`config.mk`:
```
export PLATFORM = sky130hd
export DESIGN_NAME = pad_cond_stage
export DESIGN_NICKNAME = d
export VERILOG_FILES = /design/src/rtl/pad_cond_pkg.sv /design/src/rtl/pad_attr_reg.sv /design/src/rtl/pad_out_path.sv /design/src/rtl/pad_resolve.sv /design/src/rtl/pad_in_path.sv /design/src/rtl/pad_cond_stage.sv
export SDC_FILE = /design/constraint.sdc
export NUM_CORES = 1
export LEC_CHECK = 0
export ABC_AREA = 1
export BUFFER_PORTS_ARGS = -buffer_cell sky130_fd_sc_hd__buf_4
export CAP_MARGIN = 20
export CORE_AREA = 2 2 39 41
export DETAILED_ROUTE_END_ITERATION = 10
export DIE_AREA = 0 0 41 43
export SLEW_MARGIN = 40
export SYNTH_ARGS = -nofsm -noshare
export SYNTH_HDL_FRONTEND = slang
export SYNTH_HIERARCHICAL = 1
export SYNTH_SLANG_ARGS = --single-unit
```
`constraint.sdc`:
```
create_clock -name clk_i -period 1.8 [get_ports clk_i]
set_input_delay 0.36 -clock clk_i [delete_from_list [all_inputs] [get_ports clk_i]]
set_output_delay 0.36 -clock clk_i [all_outputs]
set_load 0.005 [all_outputs]
```
`src/rtl/pad_cond_pkg.sv`:
```
package pad_cond_pkg;

  // Bit 0 is the least significant field (invert).
  typedef struct packed {
    logic drv_strong;
    logic pull_sel;
    logic pull_en;
    logic od_emul;
    logic invert;
  } pad_attr_t;

  localparam int unsigned AttrW = $bits(pad_attr_t);
  localparam pad_attr_t   AttrReset = '0;

  typedef enum logic [1:0] {
    LvlDrv0  = 2'b00,
    LvlDrv1  = 2'b01,
    LvlPull  = 2'b10,
    LvlFloat = 2'b11
  } pad_lvl_e;

endpackage

```
`src/rtl/pad_attr_reg.sv`:
```
module pad_attr_reg
  import pad_cond_pkg::*;
#(
  parameter pad_attr_t ResetVal = AttrReset
) (
  input  logic      clk_i,
  input  logic      rst_ni,
  input  logic      we_i,
  input  pad_attr_t wdata_i,
  output pad_attr_t attr_o
);

  pad_attr_t attr_d, attr_q;

  always_comb begin
    attr_d = attr_q;
    if (we_i) begin
      attr_d = wdata_i;
    end
  end

  always_ff @(posedge clk_i or negedge rst_ni) begin
    if (!rst_ni) begin
      attr_q <= ResetVal;
    end else begin
      attr_q <= attr_d;
    end
  end

  assign attr_o = attr_q;

endmodule

```
`src/rtl/pad_out_path.sv`:
```
module pad_out_path #(
  parameter bit PadBidir = 1'b1
) (
  input  logic core_out_i,
  input  logic core_oe_i,
  input  logic invert_i,
  input  logic od_emul_i,
  input  logic drv_strong_i,
  output logic pad_out_o,
  output logic pad_oe_o,
  output logic pad_strong_o
);

  logic oe_gated;
  logic val_cond;
  logic oe_final;

  generate
    if (PadBidir) begin : g_bidir
      assign oe_gated = core_oe_i;
    end else begin : g_inonly
      // Core output path has no influence on an input-only pad.
      assign oe_gated = core_oe_i & 1'b0;
    end
  endgenerate

  always_comb begin
    val_cond = core_out_i ^ invert_i;
    oe_final = oe_gated;
    if (od_emul_i && val_cond) begin
      oe_final = 1'b0;
    end
  end

  assign pad_oe_o     = oe_final;
  assign pad_out_o    = oe_final & val_cond;
  assign pad_strong_o = oe_final & drv_strong_i;

endmodule

```
`src/rtl/pad_resolve.sv`:
```
module pad_resolve
  import pad_cond_pkg::*;
(
  input  logic     pad_oe_i,
  input  logic     pad_out_i,
  input  logic     ext_drive_i,
  input  logic     ext_val_i,
  input  logic     pull_en_i,
  input  logic     pull_sel_i,
  output pad_lvl_e level_o,
  output logic     level_val_o,
  output logic     contention_o
);

  always_comb begin
    contention_o = pad_oe_i & ext_drive_i;
    level_val_o  = 1'b0;
    level_o      = LvlFloat;
    if (pad_oe_i) begin
      level_o     = pad_out_i ? LvlDrv1 : LvlDrv0;
      level_val_o = pad_out_i;
    end else if (ext_drive_i) begin
      level_o     = ext_val_i ? LvlDrv1 : LvlDrv0;
      level_val_o = ext_val_i;
    end else if (pull_en_i) begin
      level_o     = LvlPull;
      level_val_o = pull_sel_i;
    end
  end

endmodule

```
`src/rtl/pad_in_path.sv`:
```
module pad_in_path
  import pad_cond_pkg::*;
(
  input  pad_lvl_e level_i,
  input  logic     level_val_i,
  input  logic     invert_i,
  output logic     core_in_o,
  output logic     core_in_valid_o
);

  always_comb begin
    core_in_valid_o = (level_i != LvlFloat);
    core_in_o       = 1'b0;
    if (core_in_valid_o) begin
      core_in_o = level_val_i ^ invert_i;
    end
  end

endmodule

```
`src/rtl/pad_cond_stage.sv`:
```
module pad_cond_stage
  import pad_cond_pkg::*;
#(
  parameter bit PadBidir = 1'b1
) (
  input  logic             clk_i,
  input  logic             rst_ni,
  input  logic             attr_we_i,
  input  logic [AttrW-1:0] attr_wdata_i,
  input  logic             core_out_i,
  input  logic             core_oe_i,
  input  logic             ext_drive_i,
  input  logic             ext_val_i,
  output logic             pad_out_o,
  output logic             pad_oe_o,
  output logic             pad_strong_o,
  output logic             pull_en_o,
  output logic             pull_val_o,
  output logic [1:0]       pad_level_o,
  output logic             core_in_o,
  output logic             core_in_valid_o,
  output logic             contention_o
);

  pad_attr_t attr_q;
  pad_lvl_e  level;
  logic      level_val;

  pad_attr_reg #(
    .ResetVal(AttrReset)
  ) u_attr (
    .clk_i  (clk_i),
    .rst_ni (rst_ni),
    .we_i   (attr_we_i),
    .wdata_i(pad_attr_t'(attr_wdata_i)),
    .attr_o (attr_q)
  );

  pad_out_path #(
    .PadBidir(PadBidir)
  ) u_out (
    .core_out_i  (core_out_i),
    .core_oe_i   (core_oe_i),
    .invert_i    (attr_q.invert),
    .od_emul_i   (attr_q.od_emul),
    .drv_strong_i(attr_q.drv_strong),
    .pad_out_o   (pad_out_o),
    .pad_oe_o    (pad_oe_o),
    .pad_strong_o(pad_strong_o)
  );

  pad_resolve u_res (
    .pad_oe_i    (pad_oe_o),
    .pad_out_i   (pad_out_o),
    .ext_drive_i (ext_drive_i),
    .ext_val_i   (ext_val_i),
    .pull_en_i   (attr_q.pull_en),
    .pull_sel_i  (attr_q.pull_sel),
    .level_o     (level),
    .level_val_o (level_val),
    .contention_o(contention_o)
  );

  pad_in_path u_in (
    .level_i        (level),
    .level_val_i    (level_val),
    .invert_i       (attr_q.invert),
    .core_in_o      (core_in_o),
    .core_in_valid_o(core_in_valid_o)
  );

  assign pull_en_o   = attr_q.pull_en;
  assign pull_val_o  = attr_q.pull_sel;
  assign pad_level_o = level;

endmodule

```
# Word level (Yosys, flattened, before mapping)
# Cells that the tools add are included.
classes:
  n_eq_ne: 1
  reduce_logical: 1
  n_mux: 10
  n_bitwise: 5
op_table:
  columns: ["operator", "count"]
  rows:
  - ["two-way mux 1 bit", 8]
  - ["two-way mux 2 bit", 2]
  - ["bitwise AND 1 bit", 3]
  - ["inequality test 2 bit (second input constant)", 1]
  - ["XOR 1 bit", 2]
  - ["logical AND 1 bit", 1]
totals:
  reg_bits: 5
  output_inout_bits: 10
  wordCells: 22
  in_bits: 12

# Longest topological paths before layout
depth:
  ltp_word: 8
  depth_mapped: 11
  depth_no_buf: 11

# Cells and area by module
# The synthesis kept the hierarchy.
by_module_without_submodules:
  columns: ["mod", "cells_each", "instances", "area_per_inst_um2"]
  rows:
  - ["pad_attr_reg", 21, 1, 185.2]
  - ["pad_out_path", 12, 1, 61.3]
  - ["pad_resolve", 15, 1, 58.8]
  - ["pad_in_path", 5, 1, 26.3]

# Least setup slack after synthesis
# Ideal clock, no wire load.
synth_timing:
  kind: "reg-to-output"
  start: "register u_attr/attr_o[0] (netlist name)"
  end: "output port core_in_o"
  n_path_buf: 0
  arrival_ps: 1162
  setup_slack_ps: 278
  path_stages_with_launch: 12
  required_ps: 1440
  path_cell_list: "dfrtp_1 inv_1 nand2_2 nand3_2 nand2_2 inv_1 inv_1 nand3_1 nand2_1 nand2_2 nand2_2 nor2_2"
synth_between:
  elab_chain_len: 8
  word_cells_on_any_way: 10
synth_lines:
  columns: ["item", "line", "text"]
  rows:
  - ["XOR 1 bit *", "pad_out_path.sv:28", "val_cond = core_out_i ^ invert_i;"]
  - ["logical AND 1 bit *", "pad_out_path.sv:30", "if (od_emul_i && val_cond) begin"]
  - ["two-way mux 1 bit *", "pad_out_path.sv:30", null]
  - ["named net pad_oe_o", "pad_cond_stage.sv:15", "output logic pad_oe_o,"]
  - ["bitwise AND 1 bit", "pad_out_path.sv:36", "assign pad_out_o = oe_final & val_cond;"]
  - ["two-way mux 1 bit", "pad_resolve.sv:20", "level_o = pad_out_i ? LvlDrv1 : LvlDrv0;"]
  - ["two-way mux 2 bit *", "pad_resolve.sv:19", "if (pad_oe_i) begin"]
  - ["named net pad_level_o[0]", "pad_cond_stage.sv:19", "output logic [1:0] pad_level_o,"]
  - ["inequality test 2 bit *", "pad_in_path.sv:12", "core_in_valid_o = (level_i != LvlFloat);"]
  - ["named net core_in_valid_o", "pad_cond_stage.sv:21", "output logic core_in_valid_o,"]
  - ["two-way mux 1 bit *", "pad_in_path.sv:14", "if (core_in_valid_o) begin"]
  - ["end: declaration", "pad_cond_stage.sv:20", "output logic core_in_o,"]
# Mark *: on every way through the listed nets, which the timed path passes. The rest lies on a longest branch.

# Final worst setup path
layout_timing:
  start: "register u_attr/attr_o[0] (netlist name)"
  end: "output port core_in_o"
layout_between:
  elab_chain_len: 8
  word_cells_on_any_way: 10
layout_lines:
  columns: ["item", "line"]
  rows:
  - ["XOR 1 bit", "pad_out_path.sv:28"]
  - ["logical AND 1 bit", "pad_out_path.sv:30"]
  - ["two-way mux 1 bit", "pad_out_path.sv:30"]
  - ["bitwise AND 1 bit", "pad_out_path.sv:36"]
  - ["two-way mux 1 bit", "pad_resolve.sv:20"]
  - ["two-way mux 2 bit", "pad_resolve.sv:19"]
  - ["inequality test 2 bit", "pad_in_path.sv:12"]
  - ["two-way mux 1 bit *", "pad_in_path.sv:14"]
# Mark *: on every way between the ends. The rest lies on a longest branch, timed or not.

==> reports/qor.csv <==
stage;metric;value;unit
status;run_status;completed;
setup_path;worst-path-max-fanout;5;
placement;io_buffers;21;
setup_path;worst-r2r-cell-count;3;
grt;grt_pass1_vias;364;
setup_path;critical_path_arrival;1.44;ns
routing;drt_pass1_iterations;2;
grt;gr-usage-all-layers;0.106;
floorplan;io-pin-count;22;
placement;detailed_place_hpwl;630;µm
flow_run;drv.max_cap_violation_count;0;
final_layout;leading_cell_type_in_the_layout_fill_and_taps_excluded;buf_4;
clocking;cts_inserted_buffers;3;
floorplan;core.rowCount;14;
setup_path;timing_worst_setup_path_type;reg -> out;
timing;fin_crit_period;1.80;ns
final_layout;finish.cell_count_without_fillers;99;
synth;ys_top_cells_by_area;dfrtp_1 38%, nand2_1 28%, inv_1 10%;
placement;post-place-cells;90;
clocking;worst_skew_pair.late_latency;0.23;ns
final_layout;final_layout_size_suffix_gt1_frac;0.566;
routing;drtAntennaViolNets;0;
routing;via_count;390;
clocking;cts-root-buf;clkbuf_4;
clocking;cts-htree-levels;1;
final_layout;syn_to_final_growth;80.4;%
power;static-leakage-power;0.363;nW
grt;grt_pass1_wl;1280;µm
grt;global_route.overflow_total;0;
timing;finalHoldViolations;0;
timing;clock-skew-final;0;ns
routing;post_drt_via_cell_ratio;3.94;
floorplan;core;1380;µm²
clocking;cts_tree;built;
timing;timing.setup.tns;0;ns
final_layout;largest_reg_flops;5;
routing;drcViolationCount;0;
synth;syn-mean-instance-area;6.26;µm²
synth;netlist_instances;53;
grt;grt_max_degree;7;
grt;initial_antenna_violation_count;0;
setup_path;crit_path_end_kind;output port;
power;powerDensity;651;nW/µm²
floorplan;die-height;43;µm
routing;drt-wirelength-per-cell;7.39;µm
synth;synthesized_cell_area;332;µm²
timing;timing.fmax;557;MHz
final_layout;design.final.nets;96;
min_path;hold-path-cell-count;3;
final_layout;layout.cells.most_common_list;25 x buf_4, 21 x nand2_1, 8 x nand2_2;
floorplan;die_w;41;µm
power;vdd.ir_drop.worst;296;µV
timing;timing_max_transition_violations_final;0;
setup_path;crit_path_required_time;1.44;ns
routing;wl;732;µm
synth;synth_warnings;6;
timing;setup_viol;0;
timing;finalCritPeriodShare;0.998;
clocking;cts.path.max_buffers;2;
timing;transition_time_at_the_pin_with_the_least_slew_margin;0.172;ns
clocking;cts.sink_count;5;
timing;grt_setup_unrepaired;true;
clocking;clk_pin_slew_worst_paths;0.04;ns
min_path;timing.hold.worst.class;in -> reg;
synth;synth_seq_area_share;0.377;
synth;synth.net_count;65;
placement;gp_congestion;0.629;
timing;slew-limit-headroom;0.885;
synth;synth-seq-cells;5;
floorplan;die_area;1760;µm²
synth;synth_top_cell_area_share;0.377;
synth;yosysUniqueCellTypes;10;
final_layout;antenna_cells_inserted;0;
floorplan;start_util;0.240;
setup_path;cp-start-kind;flip-flop;
synth;synth.largest_area_cell;dfrtp_1;
routing;dr.first_iter.drc_count;1;
==> through the flow <==
stage	hold WS (ns)	worst slack [ns]	power, mW	utilization	cell area, µm²
2_1_floorplan	0.0644	0.278	0.182	-	332
3_3_place_gp	0.165	0.100	0.241	0.368	509
3_5_place_dp	0.167	0.0591	0.243	0.368	509
4_1_cts	0.310	-0.0210	0.397	0.427	591
5_1_grt	0.329	-0.125	0.429	0.432	598
6_report	0.319	0.00398	0.389	0.432	598
==> per-layer routing <==
layer / up-vias / wire, µm / GRT usage
met3: 0 / 69 / 0.0157
met4: 0 / 0 / 0.0800
met2: 15 / 383 / 0.175
li1: 214 / - / -
met1: 161 / 279 / 0.111
met5: - / 0 / 0
==> power breakdown <==
group          switching, mW  leakage [nW]  internal (mW)
logic                 0.0573         0.287         0.0733
registers            0.00887        0.0609          0.123
clock network         0.0432        0.0150         0.0836
==> area by class of cell <==
cell class                      count  area (µm²)
Fill cell                         162         786
Inverter                           11        41.3
Clock buffer                        4        26.3
Sequential cell                     5         125
Timing Repair Buffer               26         198
Tap cell                           16        20.0
Multi-Input combinational cell     37         188
==> Yosys cell counts <==
cell / count
inv_1: 9
nor2_1: 2
dfrtp_1: 5
nor2_2: 2
nand2_2: 4
nand3_1: 2
inv_2: 2
nand3_2: 1
nand4_1: 1
nand2_1: 25
==> critical path, cell delays in order, from the launching register on <==
cell and delay, ns:
dfrtp_1 0.40, nand2_2 0.09, nand3_2 0.08, nand2_2 0.09
inv_2 0.06, inv_2 0.06, nand3_2 0.08, nand2_2 0.08
nand2_2 0.05, nand2_2 0.06, nor2_2 0.03, buf_4 0.12
==> what timing repair did <==
item,4_1_cts,5_1_grt
setup endpoints to repair,2,3
endpoints found under the hold margin,5,0
pin swaps,3,1
gates cloned,0,0
gates resized for setup,6,4
setup buffers,4,0
hold buffers,1,0
==> kinds of logic (layout without fill, tap and decap cells) <==
kind of cell | after synthesis | in the layout | share of synthesized area
flops | 5 | 5 | 0.377
buf+inv | 11 | 41 | 0.125
simple gates | 37 | 37 | 0.498
==> worst paths after layout <==
kind	to	from	slack, ns
max in group asynchronous	u_attr/attr_o[4]$_DFFE_PN0P_	rst_ni	1.24
worst max register to register	u_attr/attr_o[0]$_DFFE_PN0P_	u_attr/attr_o[0]$_DFFE_PN0P_	1.02
worst min-delay path	u_attr/attr_o[3]$_DFFE_PN0P_	attr_wdata_i[3]	0.32
min in group asynchronous	u_attr/attr_o[3]$_DFFE_PN0P_	rst_ni	0.45
worst min register to register	u_attr/attr_o[4]$_DFFE_PN0P_	u_attr/attr_o[4]$_DFFE_PN0P_	0.47
worst max-delay path	core_in_o	u_attr/attr_o[0]$_DFFE_PN0P_	0.004
(Power assumes the default switching activity.)
